==> config.mk <==
export PLATFORM = sky130hd
export DESIGN_NAME = cart_seq
export DESIGN_NICKNAME = d
export VERILOG_FILES = /design/src/rtl/cart_seq_pkg.sv /design/src/rtl/cart_seq_step_decode.sv /design/src/rtl/cart_seq_strobe_timer.sv /design/src/rtl/cart_seq_dir_track.sv /design/src/rtl/cart_seq.sv
export SDC_FILE = /design/constraint.sdc
export NUM_CORES = 1
export LEC_CHECK = 0
export CAP_MARGIN = 30
export CORE_MARGIN = 5
export CORE_UTILIZATION = 50
export CTS_BUF_LIST = sky130_fd_sc_hd__clkbuf_4 sky130_fd_sc_hd__clkbuf_8
export DETAILED_ROUTE_END_ITERATION = 6
export DONT_BUFFER_PORTS = 1
export GPL_ROUTABILITY_DRIVEN = 1
export PLACE_DENSITY = 0.71
export SYNTH_ARGS = -nofsm -noshare
export SYNTH_HDL_FRONTEND = slang
export SYNTH_SLANG_ARGS = --single-unit
==> constraint.sdc <==
create_clock -name clk -period 4.84 [get_ports clk]
set_clock_uncertainty 0.1 [all_clocks]
set_input_delay 0.968 -clock clk [delete_from_list [all_inputs] [get_ports clk]]
set_output_delay 0.968 -clock clk [all_outputs]
set_load 0.02 [all_outputs]
==> src/rtl/cart_seq_pkg.sv <==
package cart_seq_pkg;

    typedef enum logic [1:0] {
        S_IDLE,
        S_STROBE,
        S_GAP
    } fsm_t;

    typedef enum logic [2:0] {
        STEP_MODE,
        STEP_DATA,
        STEP_ALO,
        STEP_ARM,
        STEP_SAMPLE,
        STEP_DISARM
    } step_t;

    typedef enum logic [1:0] {
        DIR_UNSET,
        DIR_IN,
        DIR_OUT
    } dir_t;

    // port offsets from the base I/O address
    localparam logic [7:0] OFS_ADDR_LO = 8'd0;
    localparam logic [7:0] OFS_ENABLE  = 8'd1;
    localparam logic [7:0] OFS_DATA    = 8'd2;
    localparam logic [7:0] OFS_MODE    = 8'd3;

    // mode words and enable-latch bit positions
    localparam logic [7:0] MODE_WORD_IN  = 8'h89;
    localparam logic [7:0] MODE_WORD_OUT = 8'h80;
    localparam int         BIT_CHIP_EN   = 6;
    localparam int         BIT_OUT_EN    = 7;

    function automatic step_t first_step(input logic need_mode, input logic is_write);
        if (need_mode)
            return STEP_MODE;
        return is_write ? STEP_DATA : STEP_ALO;
    endfunction

    function automatic step_t step_after(input step_t s, input logic is_write);
        step_t n;
        case (s)
            STEP_MODE:   n = is_write ? STEP_DATA : STEP_ALO;
            STEP_DATA:   n = STEP_ALO;
            STEP_ALO:    n = STEP_ARM;
            STEP_ARM:    n = is_write ? STEP_DISARM : STEP_SAMPLE;
            STEP_SAMPLE: n = STEP_DISARM;
            default:     n = STEP_DISARM;
        endcase
        return n;
    endfunction

endpackage

==> src/rtl/cart_seq_step_decode.sv <==
module cart_seq_step_decode
    import cart_seq_pkg::*;
#(
    parameter logic [7:0] BASE_PORT    = 8'hB0,
    parameter int         ADDR_W       = 12,
    parameter bit         PARK_WITH_OE = 1'b1
) (
    input  step_t             step,
    input  logic              is_write,
    input  logic [ADDR_W-1:0] addr,
    input  logic [7:0]        wdata,
    output logic [7:0]        cyc_port,
    output logic [7:0]        cyc_data,
    output logic              cyc_read
);

    localparam logic [7:0] ENA_CE    = 8'(1) << BIT_CHIP_EN;
    localparam logic [7:0] ENA_OE    = 8'(1) << BIT_OUT_EN;
    localparam logic [7:0] ARM_READ  = ENA_CE | ENA_OE;
    localparam logic [7:0] ARM_WRITE = ENA_CE;
    localparam logic [7:0] PARK_READ = PARK_WITH_OE ? ENA_OE : 8'h00;

    logic [7:0] hi_field;

    always_comb begin
        hi_field = 8'(addr[ADDR_W-1:8]);
    end

    always_comb begin
        cyc_port = BASE_PORT;
        cyc_data = 8'h00;
        cyc_read = 1'b0;
        unique case (step)
            STEP_MODE: begin
                cyc_port = BASE_PORT + OFS_MODE;
                cyc_data = is_write ? MODE_WORD_OUT : MODE_WORD_IN;
            end
            STEP_DATA: begin
                cyc_port = BASE_PORT + OFS_DATA;
                cyc_data = wdata;
            end
            STEP_ALO: begin
                cyc_port = BASE_PORT + OFS_ADDR_LO;
                cyc_data = addr[7:0];
            end
            STEP_ARM: begin
                cyc_port = BASE_PORT + OFS_ENABLE;
                cyc_data = (is_write ? ARM_WRITE : ARM_READ) | hi_field;
            end
            STEP_SAMPLE: begin
                cyc_port = BASE_PORT + OFS_DATA;
                cyc_read = 1'b1;
            end
            STEP_DISARM: begin
                cyc_port = BASE_PORT + OFS_ENABLE;
                cyc_data = (is_write ? 8'h00 : PARK_READ) | hi_field;
            end
            default: begin
                cyc_port = BASE_PORT;
            end
        endcase
    end

endmodule

==> src/rtl/cart_seq_strobe_timer.sv <==
module cart_seq_strobe_timer #(
    parameter int STROBE_CLKS = 2
) (
    input  logic clk,
    input  logic rst_n,
    input  logic active,
    output logic at_last
);

    localparam int CNT_W = (STROBE_CLKS > 1) ? $clog2(STROBE_CLKS) : 1;
    localparam logic [CNT_W-1:0] LAST = CNT_W'(STROBE_CLKS - 1);

    logic [CNT_W-1:0] cnt_q;

    always_comb begin
        at_last = active && (cnt_q == LAST);
    end

    always_ff @(posedge clk or negedge rst_n) begin
        if (!rst_n)
            cnt_q <= '0;
        else if (!active || at_last)
            cnt_q <= '0;
        else
            cnt_q <= cnt_q + 1'b1;
    end

endmodule

==> src/rtl/cart_seq_dir_track.sv <==
module cart_seq_dir_track
    import cart_seq_pkg::*;
(
    input  logic clk,
    input  logic rst_n,
    input  logic upd,
    input  dir_t want,
    output dir_t cur
);

    always_ff @(posedge clk or negedge rst_n) begin
        if (!rst_n)
            cur <= DIR_UNSET;
        else if (upd)
            cur <= want;
    end

endmodule

==> src/rtl/cart_seq.sv <==
module cart_seq
    import cart_seq_pkg::*;
#(
    parameter logic [7:0] BASE_PORT    = 8'hB0,
    parameter int         ADDR_W       = 12,
    parameter int         STROBE_CLKS  = 2,
    parameter bit         PARK_WITH_OE = 1'b1
) (
    input  logic              clk,
    input  logic              rst_n,
    input  logic              req_valid,
    output logic              req_ready,
    input  logic              req_write,
    input  logic [ADDR_W-1:0] req_addr,
    input  logic [7:0]        req_wdata,
    output logic              rsp_done,
    output logic [7:0]        rsp_rdata,
    output logic [7:0]        io_addr,
    output logic [7:0]        io_wdata,
    output logic              io_wr,
    output logic              io_rd,
    input  logic [7:0]        io_rdata
);

    fsm_t              state_q, state_d;
    step_t             step_q;
    logic              wr_q;
    logic [ADDR_W-1:0] addr_q;
    logic [7:0]        wdata_q;
    logic [7:0]        rdata_q;

    logic              accept;
    logic              need_mode;
    logic              strobe_last;
    logic              final_step;
    dir_t              dir_cur;
    dir_t              dir_want;
    logic [7:0]        cyc_port;
    logic [7:0]        cyc_data;
    logic              cyc_read;

    always_comb begin
        accept     = req_valid && (state_q == S_IDLE);
        dir_want   = req_write ? DIR_OUT : DIR_IN;
        need_mode  = (dir_cur != dir_want);
        final_step = (step_q == STEP_DISARM);
    end

    cart_seq_dir_track u_dir (
        .clk   (clk),
        .rst_n (rst_n),
        .upd   (accept),
        .want  (dir_want),
        .cur   (dir_cur)
    );

    cart_seq_strobe_timer #(
        .STROBE_CLKS (STROBE_CLKS)
    ) u_timer (
        .clk     (clk),
        .rst_n   (rst_n),
        .active  (state_q == S_STROBE),
        .at_last (strobe_last)
    );

    cart_seq_step_decode #(
        .BASE_PORT    (BASE_PORT),
        .ADDR_W       (ADDR_W),
        .PARK_WITH_OE (PARK_WITH_OE)
    ) u_decode (
        .step     (step_q),
        .is_write (wr_q),
        .addr     (addr_q),
        .wdata    (wdata_q),
        .cyc_port (cyc_port),
        .cyc_data (cyc_data),
        .cyc_read (cyc_read)
    );

    // next-state logic
    always_comb begin
        state_d = state_q;
        unique case (state_q)
            S_IDLE:   if (accept) state_d = S_STROBE;
            S_STROBE: if (strobe_last) state_d = S_GAP;
            S_GAP:    state_d = final_step ? S_IDLE : S_STROBE;
            default:  state_d = S_IDLE;
        endcase
    end

    // state register
    always_ff @(posedge clk or negedge rst_n) begin
        if (!rst_n)
            state_q <= S_IDLE;
        else
            state_q <= state_d;
    end

    // request latch, step pointer and read capture
    always_ff @(posedge clk or negedge rst_n) begin
        if (!rst_n) begin
            step_q  <= STEP_MODE;
            wr_q    <= 1'b0;
            addr_q  <= '0;
            wdata_q <= '0;
            rdata_q <= '0;
        end else begin
            if (accept) begin
                step_q  <= first_step(need_mode, req_write);
                wr_q    <= req_write;
                addr_q  <= req_addr;
                wdata_q <= req_wdata;
            end else if (state_q == S_GAP && !final_step) begin
                step_q <= step_after(step_q, wr_q);
            end
            if (state_q == S_STROBE && strobe_last && step_q == STEP_SAMPLE)
                rdata_q <= io_rdata;
        end
    end

    // outputs
    always_comb begin
        req_ready = (state_q == S_IDLE);
        rsp_done  = (state_q == S_GAP) && final_step;
        rsp_rdata = rdata_q;
        io_wr     = (state_q == S_STROBE) && !cyc_read;
        io_rd     = (state_q == S_STROBE) && cyc_read;
        io_addr   = (state_q == S_STROBE) ? cyc_port : 8'h00;
        io_wdata  = io_wr ? cyc_data : 8'h00;
    end

endmodule

# Word level (Yosys, flattened, before mapping)
# Index checks and enable logic that the tools add are counted.
# word_totals
reg_bits	37
input_bits	32
out_inout_bits	28
word_cells	63
# op_classes
n_reduce_logical	18
n_eq_ne	10
bitwise	2
n_mux	24
add_sub_neg	1
# ops
op	n
one-hot mux 8 bit (5 select lines)	1
2-to-1 mux 8 bit	4
OR 8 x 4 -> 8 bit	2
2-to-1 mux 3 bit	4
one-hot mux 2 bit (3 select lines)	2
one-hot mux 3 bit (4 select lines)	1
2-to-1 mux 2 bit	5
logical AND 1 bit	8
equality test 3 x 2 -> 1 bit, second input constant	2
equality test 3 bit, second input constant	2
2-to-1 mux 1 bit	6
2-to-1 mux 4 bit	1
OR reduction 2 bit	2
equality test 3 x 1 -> 1 bit, second input constant	1
zero test 1 bit	3
zero test 3 bit	1
equality test 2 x 1 -> 1 bit, second input constant	1
equality test 2 bit, second input constant	1
zero test 2 bit	1
!= test 2 x 1 -> 1 bit, second input constant	1
!= test 2 bit	1
!= test 2 bit, second input constant	1
AND reduction 2 bit	1
nonzero test 2 bit	1
2 further kinds	2

# Longest topological paths before layout
# depth
ltp_word	6
ltp_mapped	6
depth_no_buf	5

# Hierarchy
# Synthesis repeated with hierarchy kept, for this count alone.
# unflattened
cells_unflattened	177
area_unflattened_um2	2005.7
# modules_own_cells
mod	instances	cells_each	area_each_um2	seq_area_each_um2
cart_seq	1	116	1510.2	850.8
cart_seq_step_decode	1	54	381.6	0.0
cart_seq_dir_track	1	4	72.6	50.0
cart_seq_strobe_timer	1	3	41.3	25.0

# Least setup slack after synthesis
# No wires, ideal clock.
# synth_timing
path_type	register to output
start	register step_q[0]
end	output port io_wdata[6]
stages_incl_launch_ff	5
arrival_ns	1.525
slack_ns	2.247
required_time_ns	3.772
n_path_buf	2
path_cell_list	dfrtp_1 > buf_2 > buf_1 > o21ai_0 > a211oi_1
# synth_between
elab_chain_len	5
elab_cells_between_ends	11
classes_between	5 x eq/ne; 3 x mux; 3 x reduce/logical
# synth_rtl
element	line	text
start, declared	cart_seq.sv:26	step_t step_q;
start signal, assigned	cart_seq.sv:109	step_q <= first_step(need_mode, req_write);
start signal, assigned	cart_seq.sv:114	step_q <= step_after(step_q, wr_q);
equality test 3 bit	cart_seq_step_decode.sv:33	unique case (step)
2-to-1 mux 1 bit	cart_seq_step_decode.sv:33	
zero test 1 bit	cart_seq.sv:126	io_wr = (state_q == S_STROBE) && !cyc_read;
logical AND 1 bit	cart_seq.sv:126	
2-to-1 mux 8 bit *	cart_seq.sv:129	io_wdata = io_wr ? cyc_data : 8'h00;
end, declared	cart_seq.sv:19	output logic [7:0] io_wdata,
# Every way passes the cells marked *; elsewhere a longest branch is shown, timed or not.

# Worst setup path in the final report
# layout_timing
start	register state_q[1]
end	output port io_wdata[2]
# layout_between
elab_chain_len	3
# layout_rtl
element	line	text
start, declared	cart_seq.sv:25	fsm_t state_q, state_d;
start signal, assigned	cart_seq.sv:96	state_q <= state_d;
equality test 2 x 1 -> 1 bit	cart_seq.sv:126	
logical AND 1 bit	cart_seq.sv:126	
2-to-1 mux 8 bit	cart_seq.sv:129	
# Every way passes these cells.

==> impl_metrics.env <==
export IMPL_die_w_um=70.6
export IMPL_worst_r2r_startpoint="state_q[1]"
export IMPL_arrival_ns=2.38
export IMPL_whs_ns=0.271
export IMPL_internal_power_mw=0.781
export IMPL_clock_path_buffers=2
export IMPL_postLayoutSetupSlackWorst_ns=1.39
export IMPL_path_class="reg2out"
export IMPL_ys_types=32
export IMPL_drtPass1Iterations=4
export IMPL_synth_seq_cells=36
export IMPL_fillerInstances=355
export IMPL_crit_start="state_q[1]"
export IMPL_viasPerCell=5.52
export IMPL_post_route_min_period_ns=3.45
export IMPL_drive_above_1_share_pct=13.2
export IMPL_clk_pin_slew_ns=0.07
export IMPL_std_cell_rows=22
export IMPL_grt_ovfl_total=0
export IMPL_htreeDepth=2
export IMPL_fin_cells=245
export IMPL_drt_iter0_drc=86
export IMPL_leakage_nw=0.911
export IMPL_synth_most_common_cell="nand2_1"
export IMPL_ys_top_cells_by_area="dfrtp_1 49%, nand2_1 14%, mux2_4 6.5%"
export IMPL_ant_nets=0
export IMPL_end_kind="output pin"
export IMPL_crit_required_ns=3.77
export IMPL_cts_tree="built"
export IMPL_cts_made_buffers=5
export IMPL_drt_wirelength_per_cell_um=16.2
export IMPL_post_synth_top_area_cell="dfrtp_1"
export IMPL_status="completed"
export IMPL_final_util_pct=52.9
export IMPL_dr_total_vias=1352
export IMPL_p_sw_share_pct=45.8
export IMPL_synth_seq_area_share_pct=49.1
export IMPL_hold_violations=0
export IMPL_max_slew_worst_pin_slew_ns=0.796
export IMPL_p_comb_share_pct=40.8
export IMPL_critPathTopFamily="compound AO/OA/AOI/OAI gates"
export IMPL_clk_latency_ns=0.28
export IMPL_gp_congestion=0.922
export IMPL_track_usage_pct=17.4
export IMPL_ys_async_sr_fraction_pct=100
export IMPL_area_growth_pct=3.96
export IMPL_worst_setup_path_start_kind="flop"
export IMPL_ys_flop_type="dfrtp_1"
export IMPL_rsz0062_at_grt="no"
export IMPL_seqPwrFrac_pct=44.3
export IMPL_maxSlewHeadroom_pct=46.9
export IMPL_clockPowerShare_pct=14.9
export IMPL_design_die_area_mm2=0.00498
export IMPL_synth_common_cells="69 x nand2_1, 36 x dfrtp_1, 10 x a21oi_1"
export IMPL_start_util_pct=50.9
export IMPL_ys_warn_count=0
export IMPL_p_per_area_mw_per_mm2=756
export IMPL_nNetsFinal=228
export IMPL_grt_max_degree=37
export IMPL_io_buffers=0
export IMPL_antenna_found_initial=0
export IMPL_postCtsSetupRepairBufs=0
export IMPL_io_pins=60
export IMPL_finalSetupViolations=0
export IMPL_cp_num_buf_inv=1
export IMPL_core_area_mm2=0.00361
export IMPL_avgSynthCellArea_um2=8.99
export IMPL_die_h_um=70.6
export IMPL_p_switching_mw=0.661
export IMPL_ctsHoldBuffers=0
export IMPL_path_cells="nand2b_1, inv_1, o21ai_0, a21oi_1"
export IMPL_synthCells=204
export IMPL_yosys_area_top_type_share_pct=49.1
export IMPL_cap_violations=0
export IMPL_maxSlewViolCount=0
export IMPL_routed_wl_um=3980
export IMPL_vdd_drop_max_mv=0.301
export IMPL_grt_pass1_vias=1431
export IMPL_cp_max_fo=12
export IMPL_place_ws_ns=1.70
export IMPL_cp_slowest_cell="inv_1"
export IMPL_place_inst=237
export IMPL_setup_tns_ns=0
export IMPL_n_antenna_cell=0
export IMPL_grt_pass1_wl_um=6720
export IMPL_synth_area_mm2=0.00183
export IMPL_synth_edf_count=0
export IMPL_clkSinkCount=36
export IMPL_fmaxAchievable_mhz=290
export IMPL_period_share_pct=71.2
export IMPL_slowest_delay_ns=0.56
export IMPL_hold_path_class="in2async"
export IMPL_hpwl_um=2950
export IMPL_clockRootBuffer="clkbuf_8"
export IMPL_drc=0
export IMPL_cts_resized=0
cell type report:
cell class	count	area, µm²	area share, %
Timing Repair Buffer	1	7.51	0.394
Inverter	3	11.3	0.591
Clock buffer	6	82.6	4.33
Sequential cell	36	901	47.2
Clock inverter	2	10.0	0.525
Tap cell	48	60.1	3.15
Multi-Input combinational cell	149	835	43.8
routing by layer:
metal | global-route usage [%] | vias to the layer above | routed length (µm)
li1 | - | 646 | -
met1 | 21.3 | 659 | 1680
met2 | 27.4 | 38 | 1990
met3 | 6.39 | 9 | 211
met4 | 8.14 | 0 | 103
met5 | 0 | - | 0
kinds of logic after synthesis:
family	synth area share [%]
multiplexers	9.00
buffers and inverters	6.07
AND/OR/NAND/NOR	25.2
XOR/XNOR	0.478
flip-flops	49.1
AO/OA/AOI/OAI	9.96
other	0.204
flip-flops by register name, summed over array words and instances, names as in the netlist:
name	cells
addr_q	12
rsp_rdata	8
wdata_q	8
step_q	3
state_q	2
u_dir.cur	2
u_timer.cnt_q	1
worst paths after layout:
path	to	slack, ns	depth (start not counted)
min in group clk	u_timer.cnt_q	0.35	1
max reg2reg	rsp_rdata[7]	2.42	5
min	wdata_q[1]	0.27	0
max	io_wdata[2]	1.39	4
min reg2reg	u_timer.cnt_q	0.35	1
max in group asynchronous	step_q[2]	4.29	0
through the flow:
step           area [µm²]  total power, mW
2_1_floorplan        1840             1.14
3_3_place_gp         1810             1.21
3_5_place_dp         1810             1.24
4_1_cts              1910             1.46
5_1_grt              1910             1.56
6_report             1910             1.44
cells in the final DEF (no fill, tap or decap), drive strengths merged, types with 3 or more instances in the layout:
cell    count
a21oi      10
nor2        7
clkbuf      6
nand3       3
dfrtp      36
a22oi       5
mux2       12
conb        3
a211oi      3
nand2b      4
nor2b       5
nor3        4
inv         3
nand2      69
o21ai      10
power by group through the flow:
| stage | registers, mW | logic (mW) | clock network [mW] |
|---|---|---|---|
| after global placement | 0.637 | 0.571 | 0 |
| after CTS | 0.640 | 0.595 | 0.222 |
| after floorplan | 0.571 | 0.565 | 0 |
| final | 0.639 | 0.588 | 0.215 |
| after global routing | 0.664 | 0.662 | 0.234 |
| after detailed placement | 0.646 | 0.592 | 0 |
Power figures use the tool's default switching activity.
